## src/rtl/fap_pkg.sv

```systemverilog
package fap_pkg;

  typedef enum logic [1:0] {
    ACC_FETCH = 2'd0,
    ACC_READ  = 2'd1,
    ACC_WRITE = 2'd2,
    ACC_ERASE = 2'd3
  } acc_kind_e;

  typedef enum logic [1:0] {
    SRC_APP   = 2'd0,
    SRC_RADIO = 2'd1,
    SRC_DMA   = 2'd2,
    SRC_DBG   = 2'd3
  } acc_src_e;

  typedef enum logic [2:0] {
    WHY_NONE = 3'd0,
    WHY_RDP  = 3'd1,
    WHY_SEC  = 3'd2,
    WHY_XO   = 3'd3,
    WHY_WP   = 3'd4
  } deny_why_e;

  typedef enum logic [1:0] {
    ST_L0   = 2'd0,
    ST_L1   = 2'd1,
    ST_L2   = 2'd2,
    ST_DROP = 2'd3
  } lvl_state_e;

  localparam logic [1:0] LVL_OPEN = 2'd0;
  localparam logic [1:0] LVL_READ = 2'd1;
  localparam logic [1:0] LVL_CHIP = 2'd2;

endpackage

```

## src/rtl/fap_level_ctrl.sv

```systemverilog
module fap_level_ctrl
  import fap_pkg::*;
(
  input  logic       clk,
  input  logic       rst_n,
  input  logic       lvl_wr,
  input  logic [1:0] lvl_code,
  input  logic       xo_erase_en,
  input  logic       erase_done,
  output logic [1:0] level,
  output logic       erase_req,
  output logic       erase_incl_xo,
  output logic       lvl_err
);
  lvl_state_e st_q, st_d;
  logic       req_q, req_d;
  logic       incl_q, incl_d, incl_en;
  logic       err_q, err_d;

  always_comb begin
    st_d    = st_q;
    req_d   = 1'b0;
    incl_d  = incl_q;
    incl_en = 1'b0;
    err_d   = err_q;
    case (st_q)
      ST_L0: begin
        if (lvl_wr) begin
          if (lvl_code == LVL_READ) begin
            st_d = ST_L1;
          end else if (lvl_code == LVL_CHIP) begin
            st_d = ST_L2;
          end
        end
      end
      ST_L1: begin
        if (lvl_wr) begin
          if (lvl_code == LVL_OPEN) begin
            st_d    = ST_DROP;
            req_d   = 1'b1;
            incl_d  = xo_erase_en;
            incl_en = 1'b1;
          end else if (lvl_code == LVL_CHIP) begin
            st_d = ST_L2;
          end
        end
      end
      ST_DROP: begin
        if (erase_done) begin
          st_d = ST_L0;
        end
      end
      ST_L2: begin
        if (lvl_wr) begin
          err_d = 1'b1;
        end
      end
      default: st_d = ST_L0;
    endcase
  end

  always_ff @(posedge clk or negedge rst_n) begin
    if (!rst_n) begin
      st_q  <= ST_L0;
      req_q <= 1'b0;
      err_q <= 1'b0;
    end else begin
      st_q  <= st_d;
      req_q <= req_d;
      err_q <= err_d;
    end
  end

  always_ff @(posedge clk or negedge rst_n) begin
    if (!rst_n) begin
      incl_q <= 1'b0;
    end else if (incl_en) begin
      incl_q <= incl_d;
    end
  end

  always_comb begin
    case (st_q)
      ST_L0:   level = LVL_OPEN;
      ST_L2:   level = LVL_CHIP;
      default: level = LVL_READ;
    endcase
  end

  assign erase_req     = req_q;
  assign erase_incl_xo = incl_q;
  assign lvl_err       = err_q;

endmodule

```

## config.mk

```make
export PLATFORM = sky130hd
export DESIGN_NAME = fap_level_ctrl
export DESIGN_NICKNAME = d
export VERILOG_FILES = /design/src/rtl/fap_pkg.sv /design/src/rtl/fap_level_ctrl.sv
export SDC_FILE = /design/constraint.sdc
export NUM_CORES = 1
export LEC_CHECK = 0
export ABC_AREA = 1
export BUFFER_PORTS_ARGS = -buffer_cell sky130_fd_sc_hd__buf_2
export CORE_AREA = 4 4 41 43
export CTS_CLUSTER_SIZE = 12
export DETAILED_ROUTE_END_ITERATION = 10
export DIE_AREA = 0 0 45 47
export PLACE_DENSITY = 0.46
export RECOVER_POWER = 50
export SLEW_MARGIN = 20
export SYNTH_ARGS = -nofsm -noshare
export SYNTH_HDL_FRONTEND = slang
export SYNTH_SLANG_ARGS = --single-unit
```

## constraint.sdc

```tcl
create_clock -name clk -period 2.7 [get_ports clk]
set_input_delay 0.405 -clock clk [delete_from_list [all_inputs] [get_ports clk]]
set_output_delay 0.405 -clock clk [all_outputs]
set_load 0.01 [all_outputs]
```

* Word-level counts from Yosys, hierarchy flattened
Cells that the tools add are included.
Widths: inputs -> output; s select.
** Operators by class
- Muxes and demuxes :: 11
- Reduce and logical (&&, ||, !) cells :: 6
- Eq/ne operators :: 8
** Operator list (count)
- $mux 2 :: 6
- $reduce_and 4->1 :: 2
- $eq 2x2->1 const B :: 3
- $ne 2x2->1 const B :: 3
- $pmux 2 s3 :: 1
- $eq 2x1->1 const B :: 2
- $logic_not 2->1 :: 2
- $pmux 2 s2 :: 1
- $mux 1 :: 3
- $reduce_bool 3->1 :: 1
- $reduce_and 2->1 :: 1
** Storage, ports and cells
- Output and inout bits :: 5
- Register bits :: 5
- Word-level logic and storage cells :: 29

* Longest topological paths before layout
Gate-level depths: netlist (run 1).
- Depth after elaboration :: 5
- Mapped depth :: 6
- Mapped depth without buffers :: 6

* Least setup slack after synthesis (run 1)
No wires, ideal clock.
- Path kind :: register to output
- From :: register st_q[0]
- To :: output level[1]
- Data arrival time :: 0.655 ns
- Path buffers :: 0
- Slack :: 1.640 ns
- Stages on the path, launching flop included :: 2
- Cell sequence :: dfrtp_1 > nor2_1
** On the way
- Cells in the longest elaborated chain, start to end :: 2
** Ends and longest elaborated chain
- start, declared :: line fap_level_ctrl.sv:15 : lvl_state_e st_q, st_d;
- start signal, assigned :: line fap_level_ctrl.sv:68 : st_q <= st_d;
- $eq 2x2->1 / $logic_not 2->1 (equally long branches) :: line fap_level_ctrl.sv:83 : case (st_q)
- $pmux 2 s2 * :: line fap_level_ctrl.sv:83
- end, declared :: line fap_level_ctrl.sv:10 : output logic [1:0] level,
Every way passes the cells marked *; elsewhere a longest branch is shown, timed or not.

* Worst setup path after layout (run 1)
Ends and elaborated chain as after synthesis.

==> run_results.csv, run 1 <==
group,metric,value,unit
synthesis,yosysWarnings,0,
worst_setup_path,worstPathRequired,2300,ps
global_route,grt_pass1_vias,275,
placement,gp_congestion,0.627,
clock_tree,cts_buffers,3,
global_route,grt_pass1_wl,1.03,mm
synthesis,synthCells,33,
routing,dr.first_iter.drc_count,0,
job,cap_violations,0,
floorplan,die_h,47,um
placement,port_buffers,11,
clock_tree,postCtsSetupBuffers,0,
routing,ant_nets,0,
global_route,antenna_found_initial,0,
floorplan,die_area,0.00212,mm^2
clock_tree,path_clk_slew,40,ps
worst_setup_path,cp-end-kind,"primary output",
synthesis,syn_area_per_cell,7.73,um^2
routing,viasPerCell,4.02,
routing,wl_per_cell,9.38,um
sta,rsz0062_at_grt,"no",
synthesis,ys.flop_type,"dfrtp_1",
floorplan,core_area,0.00130,mm^2
worst_hold_path,hold_path_class,"primary input to register",
global_route,grt_max_degree,8,
sta,setup_ws,1310,ps
worst_setup_path,cp.arrival,990,ps
final_layout,nNetsFinal,56,
worst_hold_path,hold_end,"erase_incl_xo$_DFFE_PN0P_",
synthesis,yosysTopAreaCellShare,49.0,%
sta,finalHoldViolations,0,
final_layout,antenna_cells,0,
worst_setup_path,slowest_delay,440,ps
clock_tree,clkSinkCount,5,
floorplan,rows,13,
routing,drt_wl_total,591,um
synthesis,ys_seq_area_share,49.0,%
synthesis,ys_top_cells_by_area,"dfrtp_1 49%, nand2_1 18%, inv_1 4.4%",
placement,dp.final_hpwl,483,um
floorplan,ios,12,
synthesis,syn-cell-area,255,um^2
sta,finalCriticalPeriod,1390,ps
synthesis,async_reset_ff_share,100,%
sta,fin_skew,0.864,ps
synthesis,ys_seq_elements,5,
routing,vias,253,
clock_tree,h-tree-depth,1,
sta,layout_worst_path_cycle_share,51.6,%
synthesis,synth_nets,40,
worst_setup_path,path_cells,"nor2_1, buf_2",
sta,drv_slew,0,
worst_setup_path,critPathTopFamily,"flip-flops",
sta,tns,0,ps
floorplan,start_util,19.6,%
sta,setup_viol_count_final,0,
worst_setup_path,rrSetupSlack,1750,ps
power,power_density,920,mW/mm^2
synthesis,yosys-top-cells-count,"12 x nand2_1, 5 x dfrtp_1, 3 x inv_1",
synthesis,synth_top_area_cell,"dfrtp_1",
final_layout,area_growth,39.2,%
run_status,status,"finished clean",
worst_setup_path,slowest_stage,"dfrtp_1",
sta,worst_pin_slew,281,ps
routing,first_pass_iters,1,
placement,post-place-ws,1540,ps
worst_setup_path,critPathLaunchType,"register",
worst_setup_path,r2r-end,"st_q[0]$_DFFE_PN0P_",
worst_setup_path,cp_num_buf_inv,1,
worst_setup_path,cp_max_fo,7,
clock_tree,cts_tree,"yes",
sta,slew_headroom,81.3,%
worst_hold_path,hp-start,"xo_erase_en",
power,p_leak,0.194,nW
clock_tree,clk_latency,240,ps
power,ir_drop,0.304,mV
clock_tree,cts-root-buf,"clkbuf_4",
global_route,grt_usage,7.37,%
global_route,overflow,0,
worst_setup_path,worstSetupPathType,"register to primary output",
final_layout,layout-drive-gt1-share,35.4,%
routing,drc,0,
worst_setup_path,crit_start,"st_q[0]$_DFFE_PN0P_",
worst_hold_path,hold_depth,3,
synthesis,synth_edf_count,0,
floorplan,die_w,45,um
clock_tree,cts_resized,0,
worst_setup_path,reg2reg_depth,5,
sta,fmaxAchievable,0.718,GHz
worst_setup_path,crit_cells,2,
worst_setup_path,r2r-start,"st_q[0]$_DFFE_PN0P_",
synthesis,ys_types,14,
synthesis,yosysMostFrequentCell,"nand2_1",
clock_tree,clock_path_buffers,2,
## flip-flops by register name (all words and copies together), names as in the netlist
name / flops
st_q: 2
erase_incl_xo: 1
erase_req: 1
lvl_err: 1
## logic make-up after synthesis
| logic type | share of synthesized area, % |
|---|---|
| and+or+nand+nor | 31.4 |
| DFF | 49.0 |
| AOI/OAI and AO/OA | 12.3 |
| buffers and inverters | 7.35 |
## cell usage in the layout (no fill, tap or decap), types with 2 or more instances in the layout
master	count
clkbuf_1	2
clkbuf_4	3
inv_1	3
a21oi_1	2
dfrtp_1	5
nor2_1	2
nand2_1	12
buf_2	10
## metrics by stage
stage          cells  hold slack [ps]  total power, mW  util [%]  instance area, um^2
6_report          63              366            0.327      27.3                  355
5_1_grt           63              384            0.357      27.3                  355
4_1_cts           63              359            0.339      27.8                  362
3_5_place_dp      58              227            0.249      25.0                  325
3_3_place_gp      58              225            0.249      25.0                  325
2_1_floorplan     33              109            0.207         -                  255
## worst max path at each step
stage / slack (ps) / end
3_3_place_gp: 1560 / level[1]
2_1_floorplan: 1640 / level[1]
3_5_place_dp: 1540 / level[1]
6_report: 1310 / level[1]
4_1_cts: 1270 / level[1]
5_1_grt: 1230 / level[1]
## metal layers
layer  track usage [%]  part of all wire, %
met5                 0                    0
met4              8.77                  1.5
met3              3.45                  9.0
met2              10.2                   43
met1              7.57                   46
## final cells by class
class,instances,area [um^2]
fill,154,946
timing repair buffer,12,63.8
inverter,4,15.0
sequential,5,125
tap,15,18.8
clock buffer,4,26.3
multi-input combinational,23,106
## tightest hold or removal path, cell delays in order
cell and delay, ps:
buf_2 70, nand2_1 40, nand2_1 50
## where the power goes
group	total (mW)	switching [mW]	internal [mW]
Combinational	0.120	0.0700	0.0505
Sequential	0.121	0.0238	0.0975
Clock	0.0852	0.0294	0.0558
Total	0.327	0.123	0.204
## repair_timing
item,in CTS,in global routing
hold buffers,1,0
hold endpoints to repair,5,0
setup endpoints to repair,0,0
No activity file was read; power rests on OpenSTA's default activity.
==> run 2: changes to the inputs <==
==> constraint.sdc (replaced) <==
create_clock -name clk -period 1.3 [get_ports clk]
set_input_delay 0.195 -clock clk [delete_from_list [all_inputs] [get_ports clk]]
set_output_delay 0.195 -clock clk [all_outputs]
set_load 0.01 [all_outputs]
==> run 2 against run 1 <==
  * Sequential share of layout area stayed put
  * Design area stayed put
  * Flip-flop and latch count stayed put
  * Cell count stayed put
  * Utilization stayed put
  * Global-route usage is 0.079 points lower
  * Register-to-register slack worse by 1400 ps
==> run_results.csv, run 2 (synthesized netlist as in run 1, its figures left out) <==
group,metric,value,unit
run_status,status,"finished clean",
final_layout,largest_reg_flops,2,
floorplan,die_area,0.00212,mm^2
final_layout,area_growth,39.2,%
worst_setup_path,cp.arrival,1010,ps
routing,vias,254,
routing,drc,0,
global_route,antenna_found_initial,0,
global_route,grt_pass1_wl,1.04,mm
routing,wl_per_cell,9.25,um
floorplan,rows,13,
clock_tree,cts_hold_buf,1,
sta,slew_headroom,81.8,%
worst_setup_path,cp_max_fo,7,
sta,worst_pin_slew,274,ps
sta,layout_worst_path_cycle_share,92.6,%
placement,gp_congestion,0.644,
clock_tree,path_clk_slew,40,ps
sta,finalHoldViolations,0,
routing,first_pass_iters,4,
clock_tree,cts_resized,0,
final_layout,layout_commonest_cell,"nand2_1",
power,total_power,0.684,mW
clock_tree,postCtsSetupBuffers,0,
power,ir_drop,0.632,mV
worst_setup_path,worstSetupPathType,"register to primary output",
routing,drt_wl_total,583,um
worst_hold_path,hold_path_class,"primary input to register",
routing,dr.first_iter.drc_count,1,
clock_tree,clkSinkCount,5,
worst_setup_path,cp-end-kind,"primary output",
final_layout,antenna_cells,0,
global_route,overflow,0,
routing,viasPerCell,4.03,
clock_tree,cts-root-buf,"clkbuf_4",
final_layout,nNetsFinal,56,
job,cap_violations,0,
sta,fmaxAchievable,0.831,GHz
power,power_density,1920,mW/mm^2
clock_tree,clk_latency,240,ps
worst_setup_path,path_cells,"nor2_1, buf_2",
placement,dpl.cell_count,58,
clock_tree,clock_path_buffers,2,
floorplan,start_util,19.6,%
floorplan,ios,12,
placement,dp.final_hpwl,468,um
worst_setup_path,critPathLaunchType,"register",
clock_tree,cts_tree,"yes",
global_route,grt_max_degree,8,
sta,drv_slew,0,
sta,fin_skew,1.08,ps
floorplan,die_w,45,um
final_layout,instances_no_fill,63,
final_layout,fin_util,27.3,%
sta,tns,0,ps
clock_tree,cts_buffers,3,
placement,port_buffers,11,
final_layout,layout-drive-gt1-share,35.4,%
power,p_leak,0.194,nW
global_route,grt_usage,7.29,%
worst_setup_path,slowest_stage,"dfrtp_1",
worst_setup_path,worstPathRequired,1110,ps
routing,ant_nets,0,
clock_tree,h-tree-depth,1,
floorplan,die_h,47,um
sta,finalCriticalPeriod,1200,ps
final_layout,final_cell_mix,"12 x nand2_1, 10 x buf_2, 5 x dfrtp_1",
final_layout,regMostFlops,"st_q",
worst_setup_path,slowest_delay,440,ps
sta,setup_viol_count_final,0,
floorplan,core_area,0.00130,mm^2
global_route,grt_pass1_vias,269,
sta,rsz0062_at_grt,"no",
[run 2: cell counts in the layout (fill, tap and decap cells not counted)]
No cell type changed its count.
[run 2: worst paths after layout]
path                                     start  slack [ps]                         to  cells after the start
min in group asynchronous                rst_n         340  erase_incl_xo$_DFFE_PN0P_                      2
max reg2reg                st_q[0]$_DFFE_PN0P_         340        st_q[1]$_DFFE_PN0P_                      4
min reg2reg                lvl_err$_DFFE_PN0P_         460        lvl_err$_DFFE_PN0P_                      1
min                                xo_erase_en         150  erase_incl_xo$_DFFE_PN0P_                      3
max in group asynchronous                rst_n         750        erase_req$_DFF_PN0_                      2
max                        st_q[0]$_DFFE_PN0P_         100                   level[1]                      2
[run 2: final cells by class]
type | count | area [um^2]
Fill cell | 162 | 946
Sequential cell | 5 | 125
Multi-Input combinational cell | 23 | 106
Timing Repair Buffer | 12 | 63.8
Clock buffer | 4 | 26.3
Tap cell | 15 | 18.8
Inverter | 4 | 15.0
[run 2: per-stage QoR]
stage	setup slack [ps]	instance area [um^2]	hold WS [ps]
floorplan	416	255	-101
global placement	311	325	15.7
detailed placement	310	325	19.1
CTS	60.5	362	146
global route	17.6	355	160
finish	96.6	355	152
[run 2: per-layer routing]
layer	GRT usage (%)	part of all wire, %	vias up
li1	-	-	131
met5	0	0	-
met4	10.5	1.5	0
met2	9.60	40	9
met1	8.26	50	112
met3	1.53	7.4	2
[run 2: where the power goes]
group / switching, mW / internal (mW) / total (mW)
registers: 0.0512 / 0.202 / 0.254
logic: 0.148 / 0.105 / 0.252
clock network: 0.0620 / 0.116 / 0.178
total: 0.261 / 0.423 / 0.684
[run 2: worst max-delay path, delay by kind of cell (launching register included)]
kind	cells	cell delay [ps]
simple gates	1	170
flops	1	440
buf+inv	1	150
